<file path="src/rtl/stk_pkg.sv">
package stk_pkg;

    localparam int INSTR_W = 16;
    localparam int IMM_W   = 10;

    typedef enum logic [2:0] {
        GRP_ALU     = 3'b000,
        GRP_ALUI    = 3'b001,
        GRP_LOAD    = 3'b010,
        GRP_STORE   = 3'b011,
        GRP_CMP     = 3'b100,
        GRP_BRANCH  = 3'b101,
        GRP_SAVEPC  = 3'b110,
        GRP_JUMPTOS = 3'b111
    } grp_e;

    typedef enum logic [2:0] {
        OP_ADD = 3'b000,
        OP_SUB = 3'b001,
        OP_NEG = 3'b010,
        OP_MUL = 3'b011,
        OP_AND = 3'b100,
        OP_OR  = 3'b101,
        OP_XOR = 3'b110,
        OP_NOT = 3'b111
    } aop_e;

    typedef enum logic [1:0] {
        SRC_ALU  = 2'd0,
        SRC_REL  = 2'd1,
        SRC_MEM  = 2'd2,
        SRC_LINK = 2'd3
    } src_e;

    typedef enum logic [1:0] {
        NPC_SEQ  = 2'd0,
        NPC_COND = 2'd1,
        NPC_TOS  = 2'd2
    } npc_e;

    typedef struct packed {
        logic [1:0] pops;
        logic       push;
        src_e       src;
        logic       use_imm;
        logic       is_rel;
        logic       mem_we;
        npc_e       npc;
        logic       br_nz;
    } ctl_t;

endpackage

</file>
<file path="src/rtl/stk_lifo.sv">
module stk_lifo #(
    parameter int W     = 32,
    parameter int DEPTH = 16
) (
    input  logic         clk,
    input  logic         rst,
    input  logic [1:0]   pop_cnt,
    input  logic         push_en,
    input  logic [W-1:0] push_data,
    output logic [W-1:0] top,
    output logic [W-1:0] second,
    output logic         empty,
    output logic         full
);
    localparam int AW = $clog2(DEPTH);
    localparam int CW = AW + 1;

    logic [CW-1:0] cnt;
    logic [W-1:0]  mem [DEPTH];
    logic [CW-1:0] after_pop, cnt_m1, cnt_m2;
    logic          pop_ok, push_ok;

    // Underflowing instruction: leave the stack untouched entirely.
    assign pop_ok    = {{(CW-2){1'b0}}, pop_cnt} <= cnt;
    assign after_pop = cnt - {{(CW-2){1'b0}}, pop_cnt};
    assign push_ok   = pop_ok && push_en && (after_pop < CW'(DEPTH));

    always_ff @(posedge clk) begin
        if (rst) begin
            cnt <= '0;
        end else if (pop_ok) begin
            cnt <= after_pop + {{(CW-1){1'b0}}, push_ok};
        end
    end

    always_ff @(posedge clk) begin
        if (push_ok) begin
            mem[after_pop[AW-1:0]] <= push_data;
        end
    end

    assign cnt_m1 = cnt - CW'(1);
    assign cnt_m2 = cnt - CW'(2);
    assign top    = (cnt >= CW'(1)) ? mem[cnt_m1[AW-1:0]] : '0;
    assign second = (cnt >= CW'(2)) ? mem[cnt_m2[AW-1:0]] : '0;
    assign empty  = (cnt == '0);
    assign full   = (cnt == CW'(DEPTH));

endmodule

</file>
<file path="src/rtl/stk_alu.sv">
module stk_alu
    import stk_pkg::*;
#(
    parameter int W = 32
) (
    input  aop_e         op,
    input  logic         is_rel,
    input  logic [W-1:0] p,
    input  logic [W-1:0] q,
    input  logic [W-1:0] s,
    output logic [W-1:0] result,
    output logic         rel_true
);
    logic [W-1:0] add_a, add_b, sum;
    logic         cin, zero, sgn;
    logic [2:0]   code;

    // One adder serves add, subtract, negate and every relation.
    always_comb begin
        add_a = p;
        add_b = q;
        cin   = 1'b0;
        if (is_rel || op == OP_SUB) begin
            add_b = ~q;
            cin   = 1'b1;
        end else if (op == OP_NEG) begin
            add_a = '0;
            add_b = ~s;
            cin   = 1'b1;
        end
    end

    assign sum  = add_a + add_b + {{(W-1){1'b0}}, cin};
    assign zero = (sum == '0);
    assign sgn  = sum[W-1];
    assign code = op;

    always_comb begin
        unique case (op)
            OP_ADD, OP_SUB, OP_NEG: result = sum;
            OP_MUL:                 result = p * q;
            OP_AND:                 result = p & q;
            OP_OR:                  result = p | q;
            OP_XOR:                 result = p ^ q;
            OP_NOT:                 result = ~s;
        endcase
    end

    always_comb begin
        case (code)
            3'b000:  rel_true = zero;
            3'b001:  rel_true = !sgn && !zero;
            3'b010:  rel_true = sgn || zero;
            default: rel_true = 1'b0;
        endcase
    end

endmodule

</file>
<file path="src/rtl/stk_decode.sv">
module stk_decode
    import stk_pkg::*;
#(
    parameter int W = 32
) (
    input  logic [INSTR_W-1:0] instr,
    output ctl_t               ctl,
    output aop_e               op,
    output logic [W-1:0]       imm_x
);
    grp_e       grp;
    logic [2:0] sub;

    assign grp   = grp_e'(instr[15:13]);
    assign sub   = instr[12:10];
    assign op    = aop_e'(sub);
    assign imm_x = {{(W-IMM_W){instr[IMM_W-1]}}, instr[IMM_W-1:0]};

    always_comb begin
        ctl = '{pops: 2'd0, push: 1'b0, src: SRC_ALU, use_imm: 1'b0,
                is_rel: 1'b0, mem_we: 1'b0, npc: NPC_SEQ, br_nz: 1'b0};
        unique case (grp)
            GRP_ALU: begin
                ctl.pops = 2'd2;
                ctl.push = 1'b1;
            end
            GRP_ALUI: begin
                ctl.pops    = 2'd1;
                ctl.push    = 1'b1;
                ctl.use_imm = 1'b1;
            end
            GRP_LOAD: begin
                ctl.pops = 2'd1;
                ctl.push = 1'b1;
                ctl.src  = SRC_MEM;
            end
            GRP_STORE: begin
                ctl.pops   = 2'd2;
                ctl.mem_we = 1'b1;
            end
            GRP_CMP: begin
                ctl.pops   = 2'd2;
                ctl.is_rel = 1'b1;
                ctl.src    = SRC_REL;
                ctl.push   = (sub <= 3'b010);
            end
            GRP_BRANCH: begin
                ctl.pops  = 2'd2;
                ctl.br_nz = sub[0];
                ctl.npc   = (sub[2:1] == 2'b00) ? NPC_COND : NPC_SEQ;
            end
            GRP_SAVEPC: begin
                ctl.push = 1'b1;
                ctl.src  = SRC_LINK;
            end
            GRP_JUMPTOS: begin
                ctl.pops = 2'd1;
                ctl.npc  = NPC_TOS;
            end
        endcase
    end

endmodule

</file>
<file path="src/rtl/stk_core.sv">
module stk_core
    import stk_pkg::*;
#(
    parameter int W     = 32,
    parameter int DEPTH = 16
) (
    input  logic               clk,
    input  logic               rst,
    output logic [W-1:0]       imem_addr,
    input  logic [INSTR_W-1:0] imem_data,
    output logic [W-1:0]       dmem_addr,
    output logic [W-1:0]       dmem_wdata,
    output logic               dmem_we,
    input  logic [W-1:0]       dmem_rdata,
    output logic               stack_empty,
    output logic               stack_full
);
    logic [W-1:0] pc, pc_inc, pc_nxt;
    logic [W-1:0] tos, nos, imm_x, op_p, op_q, alu_res, push_val;
    logic         rel_true, take;
    ctl_t         ctl;
    aop_e         op;

    stk_decode #(.W(W)) u_dec (
        .instr (imem_data),
        .ctl   (ctl),
        .op    (op),
        .imm_x (imm_x)
    );

    assign op_p = ctl.use_imm ? tos   : nos;
    assign op_q = ctl.use_imm ? imm_x : tos;

    stk_alu #(.W(W)) u_alu (
        .op       (op),
        .is_rel   (ctl.is_rel),
        .p        (op_p),
        .q        (op_q),
        .s        (tos),
        .result   (alu_res),
        .rel_true (rel_true)
    );

    always_comb begin
        unique case (ctl.src)
            SRC_ALU:  push_val = alu_res;
            SRC_REL:  push_val = {{(W-1){1'b0}}, rel_true};
            SRC_MEM:  push_val = dmem_rdata;
            SRC_LINK: push_val = pc_inc;
        endcase
    end

    stk_lifo #(.W(W), .DEPTH(DEPTH)) u_stack (
        .clk       (clk),
        .rst       (rst),
        .pop_cnt   (ctl.pops),
        .push_en   (ctl.push),
        .push_data (push_val),
        .top       (tos),
        .second    (nos),
        .empty     (stack_empty),
        .full      (stack_full)
    );

    assign pc_inc = pc + W'(2);
    assign take   = ctl.br_nz ? (nos != '0) : (nos == '0);

    always_comb begin
        unique case (ctl.npc)
            NPC_SEQ:  pc_nxt = pc_inc;
            NPC_COND: pc_nxt = take ? tos : pc_inc;
            NPC_TOS:  pc_nxt = tos;
            default:  pc_nxt = pc_inc;
        endcase
    end

    always_ff @(posedge clk) begin
        if (rst) begin
            pc <= '0;
        end else begin
            pc <= pc_nxt;
        end
    end

    assign imem_addr  = pc;
    assign dmem_addr  = tos;
    assign dmem_wdata = nos;
    assign dmem_we    = ctl.mem_we;

endmodule

</file>
<file path="config.mk">
export PLATFORM = sky130hd
export DESIGN_NAME = stk_core
export DESIGN_NICKNAME = d
export VERILOG_FILES = /design/src/rtl/stk_pkg.sv /design/src/rtl/stk_lifo.sv /design/src/rtl/stk_alu.sv /design/src/rtl/stk_decode.sv /design/src/rtl/stk_core.sv
export SDC_FILE = /design/constraint.sdc
export NUM_CORES = 2
export LEC_CHECK = 0
export ABC_AREA = 0
export BUFFER_PORTS_ARGS = -buffer_cell sky130_fd_sc_hd__clkbuf_2
export CAP_MARGIN = 10
export CORE_AREA = 2 2 328 330
export DETAILED_ROUTE_END_ITERATION = 8
export DIE_AREA = 0 0 330 332
export GPL_TIMING_DRIVEN = 0
export MAX_ROUTING_LAYER = met4
export PLACE_DENSITY_LB_ADDON = 0.08
export SLEW_MARGIN = 20
export SYNTH_ARGS = -nofsm -noshare
export SYNTH_HDL_FRONTEND = slang
export SYNTH_SLANG_ARGS = --single-unit
</file>
<file path="constraint.sdc">
create_clock -name clk -period 13.3 [get_ports clk]
set_input_delay 1.995 -clock clk [delete_from_list [all_inputs] [get_ports clk]]
set_output_delay 1.995 -clock clk [all_outputs]
set_load 0.02 [all_outputs]
</file>
Yosys cells after proc, flatten, opt, wreduce, memory -nomap -nowiden
Memories as Yosys holds them, arrays and structs flattened. Index checks and enable logic that the tools add are counted.

Register bits after elaboration: 37. Memory bits (writable): 512. Input port bits: 50. Output and inout port bits: 99. Memories kept: 1.

Memories: u_stack.mem (depth 16, bits a word 32, read ports 2, clocked after Yosys merged registers in 0, wr ports 1, line stk_lifo.sv:19) `logic [W-1:0] mem [DEPTH];`.

$add $sub $neg: 7. $mul: 1. Order comparisons: 5. Equality and inequality tests: 20. Multiplexer cells: 27. Bitwise operators: 5. Reductions and logical operators: 19.

Operator list (count): $mux W32 (9); $pmux W32 S6 (1); $pmux W32 S4 (1); $logic_not A32 Y1 (2); $not A32 Y32 (2); $pmux W32 S2 (1); $add A32 B1 Y32 (1); $add A32 B2 Y32 const B (1); $add A32 B32 Y32 (1); $and A32 B32 Y32 (1); $mul A32 B32 Y32 (1); $or A32 B32 Y32 (1); $reduce_bool A32 Y1 (1); $xor A32 B32 Y32 (1); $eq A3 B3 Y1 const B (8); $eq A3 B2 Y1 const B (4); $mux W1 (10); $pmux W2 S2 (2); $reduce_or A4 Y1 (2); $eq A2 B2 Y1 const B (3); $eq A3 B1 Y1 const B (2); $logic_not A3 Y1 (2); $pmux W2 S3 (1); $reduce_or A3 Y1 (2); other kinds (18) (24).

Depth between registers and ports, before layout
An unclocked memory read counts as a cell.

Depth after elaboration: 13. Depth in mapped cells: 46. Depth with buffers taken out: 37.

Hierarchy
From an unflattened synthesis, not the netlist that was laid out.

Cells, all modules: 4148. Area total of the unflattened synthesis: 48341.4 sq um.

By module, submodules not included: stk_lifo (times used 1, cells an instance 1193, area an instance 24264.5 sq um, seq. area each 15474.8 sq um); stk_alu (times used 1, cells an instance 2480, area an instance 20106.8 sq um, seq. area each 0.0 sq um); stk_core (times used 1, cells an instance 423, area an instance 3582.2 sq um, seq. area each 640.6 sq um); stk_decode (times used 1, cells an instance 52, area an instance 387.9 sq um, seq. area each 0.0 sq um).

Least setup slack after synthesis
OpenSTA, ideal clock, no wires.

Path kind: register -> register. Start: register u_stack.cnt[1]. End: memory u_stack.mem[0][28] (data pin). Library setup time: 0.330 ns. Data arrival time: 11.558 ns. Required time: 12.970 ns. Setup slack: 1.412 ns. Stages on the path, launching flop included: 43. Path through: dfxtp_1 > buf_1 > buf_1 > clkbuf_1 > inv_1 > ha_1 > buf_2 > buf_2 > buf_1 > clkbuf_1 > mux4_2 > mux4_2 > and2_1 > clkbuf_1 > nand2_1 > nand2_1 > clkbuf_1 > ha_1 > [7 not listed] > inv_1 > fa_1 > fa_1 > fa_1 > fa_1 > ha_1 > a21o_1 > a21o_1 > a21o_1 > a21o_1 > a21o_1 > a21o_1 > a21oi_1 > o21ai_0 > a221oi_1 > xnor2_1 > a21oi_1 > o21ai_0.

Longest elaborated chain between the ends: 10. Elaborated cells on any way between the ends: 23.

Ends and longest elaborated chain: start, declared (line stk_lifo.sv:18) `logic [CW-1:0] cnt;`; start signal, assigned (line stk_lifo.sv:32) `cnt <= after_pop + {{(CW-1){1'b0}}, push_ok};`; $sub A4 B1 Y4 (line stk_lifo.sv:42) `assign cnt_m1 = cnt - CW'(1);`; $mem_v2 Z16 W32; $mux W32 (*) (line stk_lifo.sv:44) `assign top = (cnt >= CW'(1)) ? mem[cnt_m1[AW-1:0]] : '0;`; net dmem_addr[9] (line stk_core.sv:11) `output logic [W-1:0] dmem_addr,`; $mux W32, or another cell as far along (line stk_core.sv:31) `assign op_p = ctl.use_imm ? tos : nos;`; $mux W32 / $not A32 Y32 (equally long branches) (line stk_alu.sv:26, stk_alu.sv:24); $mux W32 (line stk_alu.sv:23) `if (is_rel || op == OP_SUB) begin`; $add A32 B32 Y32 (line stk_alu.sv:33) `assign sum = add_a + add_b + {{(W-1){1'b0}}, cin};`; $add A32 B1 Y32 (line stk_alu.sv:33); $pmux W32 S6 (*) (line stk_alu.sv:39) `unique case (op)`; $pmux W32 S4 (*) (line stk_core.sv:45) `unique case (ctl.src)`; net push_val[28] (line stk_core.sv:19) `logic [W-1:0] tos, nos, imm_x, op_p, op_q, alu_res, push_val;`; end, declared (line stk_lifo.sv:19).

The timed path passes the listed nets; every way through them passes the cells marked *.

Final worst setup path
Start: register u_stack.cnt[1]. End: memory u_stack.mem[6][30] (data pin).

Longest elaborated chain between the ends: 10. Elaborated cells on any way between the ends: 23.

Ends and longest elaborated chain (line): $sub A4 B2 Y4 / $sub A4 B1 Y4 (equally long branches) (stk_lifo.sv:43, stk_lifo.sv:42); $mem_v2 Z16 W32; $mux W32 (on tied branches) (stk_lifo.sv:45, stk_lifo.sv:44); $mux W32, or another cell as far along (stk_core.sv:31); $mux W32 / $not A32 Y32 (equally long branches) (stk_alu.sv:26, stk_alu.sv:24); $mux W32 (stk_alu.sv:23); $add A32 B32 Y32 (stk_alu.sv:33); $add A32 B1 Y32 (stk_alu.sv:33); $pmux W32 S6 (*) (stk_alu.sv:39); $pmux W32 S4 (*) (stk_core.sv:45); net push_val[30] (stk_core.sv:19).

Marks and branches as above.

==> impl_metrics.toml <==
[floorplan]
dieArea_um2 = 109600
io_pins = 149
die_w_um = 330
rows = 120
initial_core_util_pct = 44.66
die_height_um = 332
core_um2 = 106300

[synthesis]
synth_top_area_share_pct = 32.38
synth_area_um2 = 47480
synth_area_leaders = "edfxtp_1, fa_1, mux4_2, ha_1, nor2_1"
ys_warn_count = 0
syn_nets = 4803
yosys_register_bits = 549
ys_seq_area_share_pct = 33.94
netlist.top_cell.by_area = "edfxtp_1"
synth_cell_types = 78
postSynthCellCount = 4112
synth_top_flop_cell = "edfxtp_1"
avgSynthCellArea_um2 = 11.55
synth_edf_count = 512
async_reset_ff_share_pct = 0

[grt]
grt_pass1_vias = 36734
grt.total_usage_pct = 38.77
grt_pass1_wl_um = 285700
grt_max_degree = 20
gr-total-overflow = 0
antenna_found_initial = 6

[clock_tree]
cts_buffer_depth = 3
cts_hold_buf = 0
clkTransAtPathRegs_ps = 60
cts_sinks = 549
clk_latency_ps = 700
cts_made_buffers = 59
root_buffer = "clkbuf_16"
htreeDepth = 2
cts_tree = "built"

[setup_path]
end_kind = "register"
cp_slowest_cell = "a22oi_1"
worstSetupPathType = "register to register"
required_ps = 13620
worstPathMaxFanout = 16
r2r-start = "u_stack.cnt[1]"
r2r_end = "u_stack.mem[6][30]"
crit_path_frequent_cell = "ha_1"
worstSetupStartpoint = "u_stack.cnt[1]"
cpPeakStageDelay_ps = 980
rrSetupSlack_ps = 180
cp.arrival_ps = 13440
r2r_cells = 35
startpoint_type = "register"

[routing]
postRouteAntennaNets = 0
post-route-drc-count = 3
vias = 37484
wl_per_cell_um = 35.04
wirelength_um = 206000
avgViaCountPerCell = 6.377
initialDrtViolationCount = 5015
drt_first_pass_iters = 9

[timing]
finalCriticalPeriod_ps = 13120
finalClockSkew_ps = 69.96
fmax_mhz = 76.22
hold_violations = 0
setup-tns-final_ps = 0
finalMaxSlewViolations = 0
rsz0062_at_grt = "false"
tightestPinTransition_ps = 1248
timing.final.crit_share_pct = 98.65
setup_viol = 0
slew_headroom_pct = 16.80

[layout]
drive_gt1_share_pct = 20.10
final_nets = 5111
fin_cells = 5878
synthToLayoutAreaGrowth_pct = 14.13

[run_status]
violations = "design-rule violations"
status = "finished with violations"

[placed_design]
routabilityCongestion = 1.071
dp_hpwl_um = 162600
placed_cells = 5743
io_buffers = 144

[worst_hold_path]
min_path_type = "register to register"
worstHoldStart = "imem_addr[0]"
hold_path_end = "imem_addr[0]"
worstHoldPathCells = 2

[run]
max_cap_viol_count = 0
-- registers in the layout (all words and copies together) (netlist names) --
signal,flops
u_stack.mem,512
imem_addr,32
u_stack.cnt,5
-- layer usage --
layer / up-vias / share of wire, % / global-route usage, % / wire (µm)
met5: - / 0 / - / 0
met4: 0 / 7.1 / 22.40 / 14720
met3: 570 / 10 / 7.573 / 20700
met2: 2416 / 45 / 56.97 / 92330
met1: 19419 / 38 / 50.20 / 78230
li1: 15079 / - / - / -
-- synthesized netlist by cell type (18+ instances only) --
cell type,number
mux2i_1,22
edfxtp_1,512
fa_1,411
a222oi_1,18
nand2_1,324
o21ai_0,93
clkbuf_1,199
xor2_1,37
nor2_1,552
inv_1,503
buf_2,27
xnor2_1,98
a221oi_1,29
a21oi_1,155
nand3_1,31
buf_1,20
dfxtp_1,37
a22o_1,26
mux4_2,322
a21o_1,43
and2_1,65
nand2b_1,19
a22oi_1,51
nor3_1,18
ha_1,230
o22ai_1,38
-- stage by stage --
step	area [µm²]	util (%)	hold WS [ps]	setup slack, ps
6_report	54190	50.98	543.3	179.7
2_1_floorplan	47480	-	538.3	1412
4_1_cts	53940	50.75	528.1	5.863
3_5_place_dp	51480	48.43	512.4	-3751
3_3_place_gp	49950	46.99	518.1	-6308
5_1_grt	54180	50.97	544.6	45.05
-- what timing repair did --
item	4_1_cts	5_1_grt
pin swaps	6	6
resized for setup	154	47
endpoints found under the setup margin	384	105
buffers inserted	12	20
hold endpoints to repair	0	0
-- logic make-up (layout without fill, tap and decap cells) --
logic type               count (synthesis)  count (layout)  share of synthesized area, %
AO/OA/AOI/OAI                          561             561                         7.880
adder cells (fa/ha/maj)                641             641                         23.39
multiplexers                           346             346                         15.79
buffers and inverters                  785            1141                         6.562
AND/OR/NAND/NOR                       1090            1090                         9.724
other                                    0               7                             0
flip-flops                             549             549                         33.94
XOR/XNOR                               140             140                         2.714
-- critical path, delay by kind of cell, from the launching register on --
family / cells / cell delay [ps]
DFF: 1 / 460
AOI/OAI and AO/OA: 11 / 4040
buffers and inverters: 10 / 2560
muxes: 1 / 700
xor gates and xnor gates: 2 / 840
adders and majority gates: 11 / 4070
-- worst max-delay path by stage --
| stage | end | slack (ps) | cells after the start |
|---|---|---|---|
| 2_1_floorplan | u_stack.mem[0][28] | 1410 | 42 |
| 3_3_place_gp | u_stack.mem[11][27] | -6310 | 33 |
| 3_5_place_dp | u_stack.mem[9][26] | -3750 | 37 |
| 4_1_cts | u_stack.mem[11][29] | 6 | 45 |
| 5_1_grt | u_stack.mem[11][29] | 50 | 45 |
| 6_report | u_stack.mem[6][30] | 180 | 35 |
-- area by class of cell --
cell class,count,area (µm²)
buffer,254,1374
sequential,549,16120
clock inverter,40,429.2
fill,9537,52110
antenna,7,17.52
clock buffer,69,1514
inverter,518,1974
tap,1403,1755
multi-input combinational,2778,28790
timing repair buffer,260,2215
-- placed cells by master, fill, tap and decap left out, drive strengths merged, types with 157 or more instances in the layout --
| cell type | Yosys | routed |
|---|---|---|
| clkbuf | 199 | 398 |
| edfxtp | 512 | 512 |
| ha | 230 | 230 |
| inv | 503 | 502 |
| fa | 411 | 411 |
| nor2 | 553 | 553 |
| buf | 68 | 184 |
| nand2 | 324 | 324 |
| a21oi | 157 | 157 |
| mux4 | 322 | 322 |
Power is left out: the tool's default activity adds up to more than one toggle a clock period on the data nets, which glitch-free logic cannot reach.
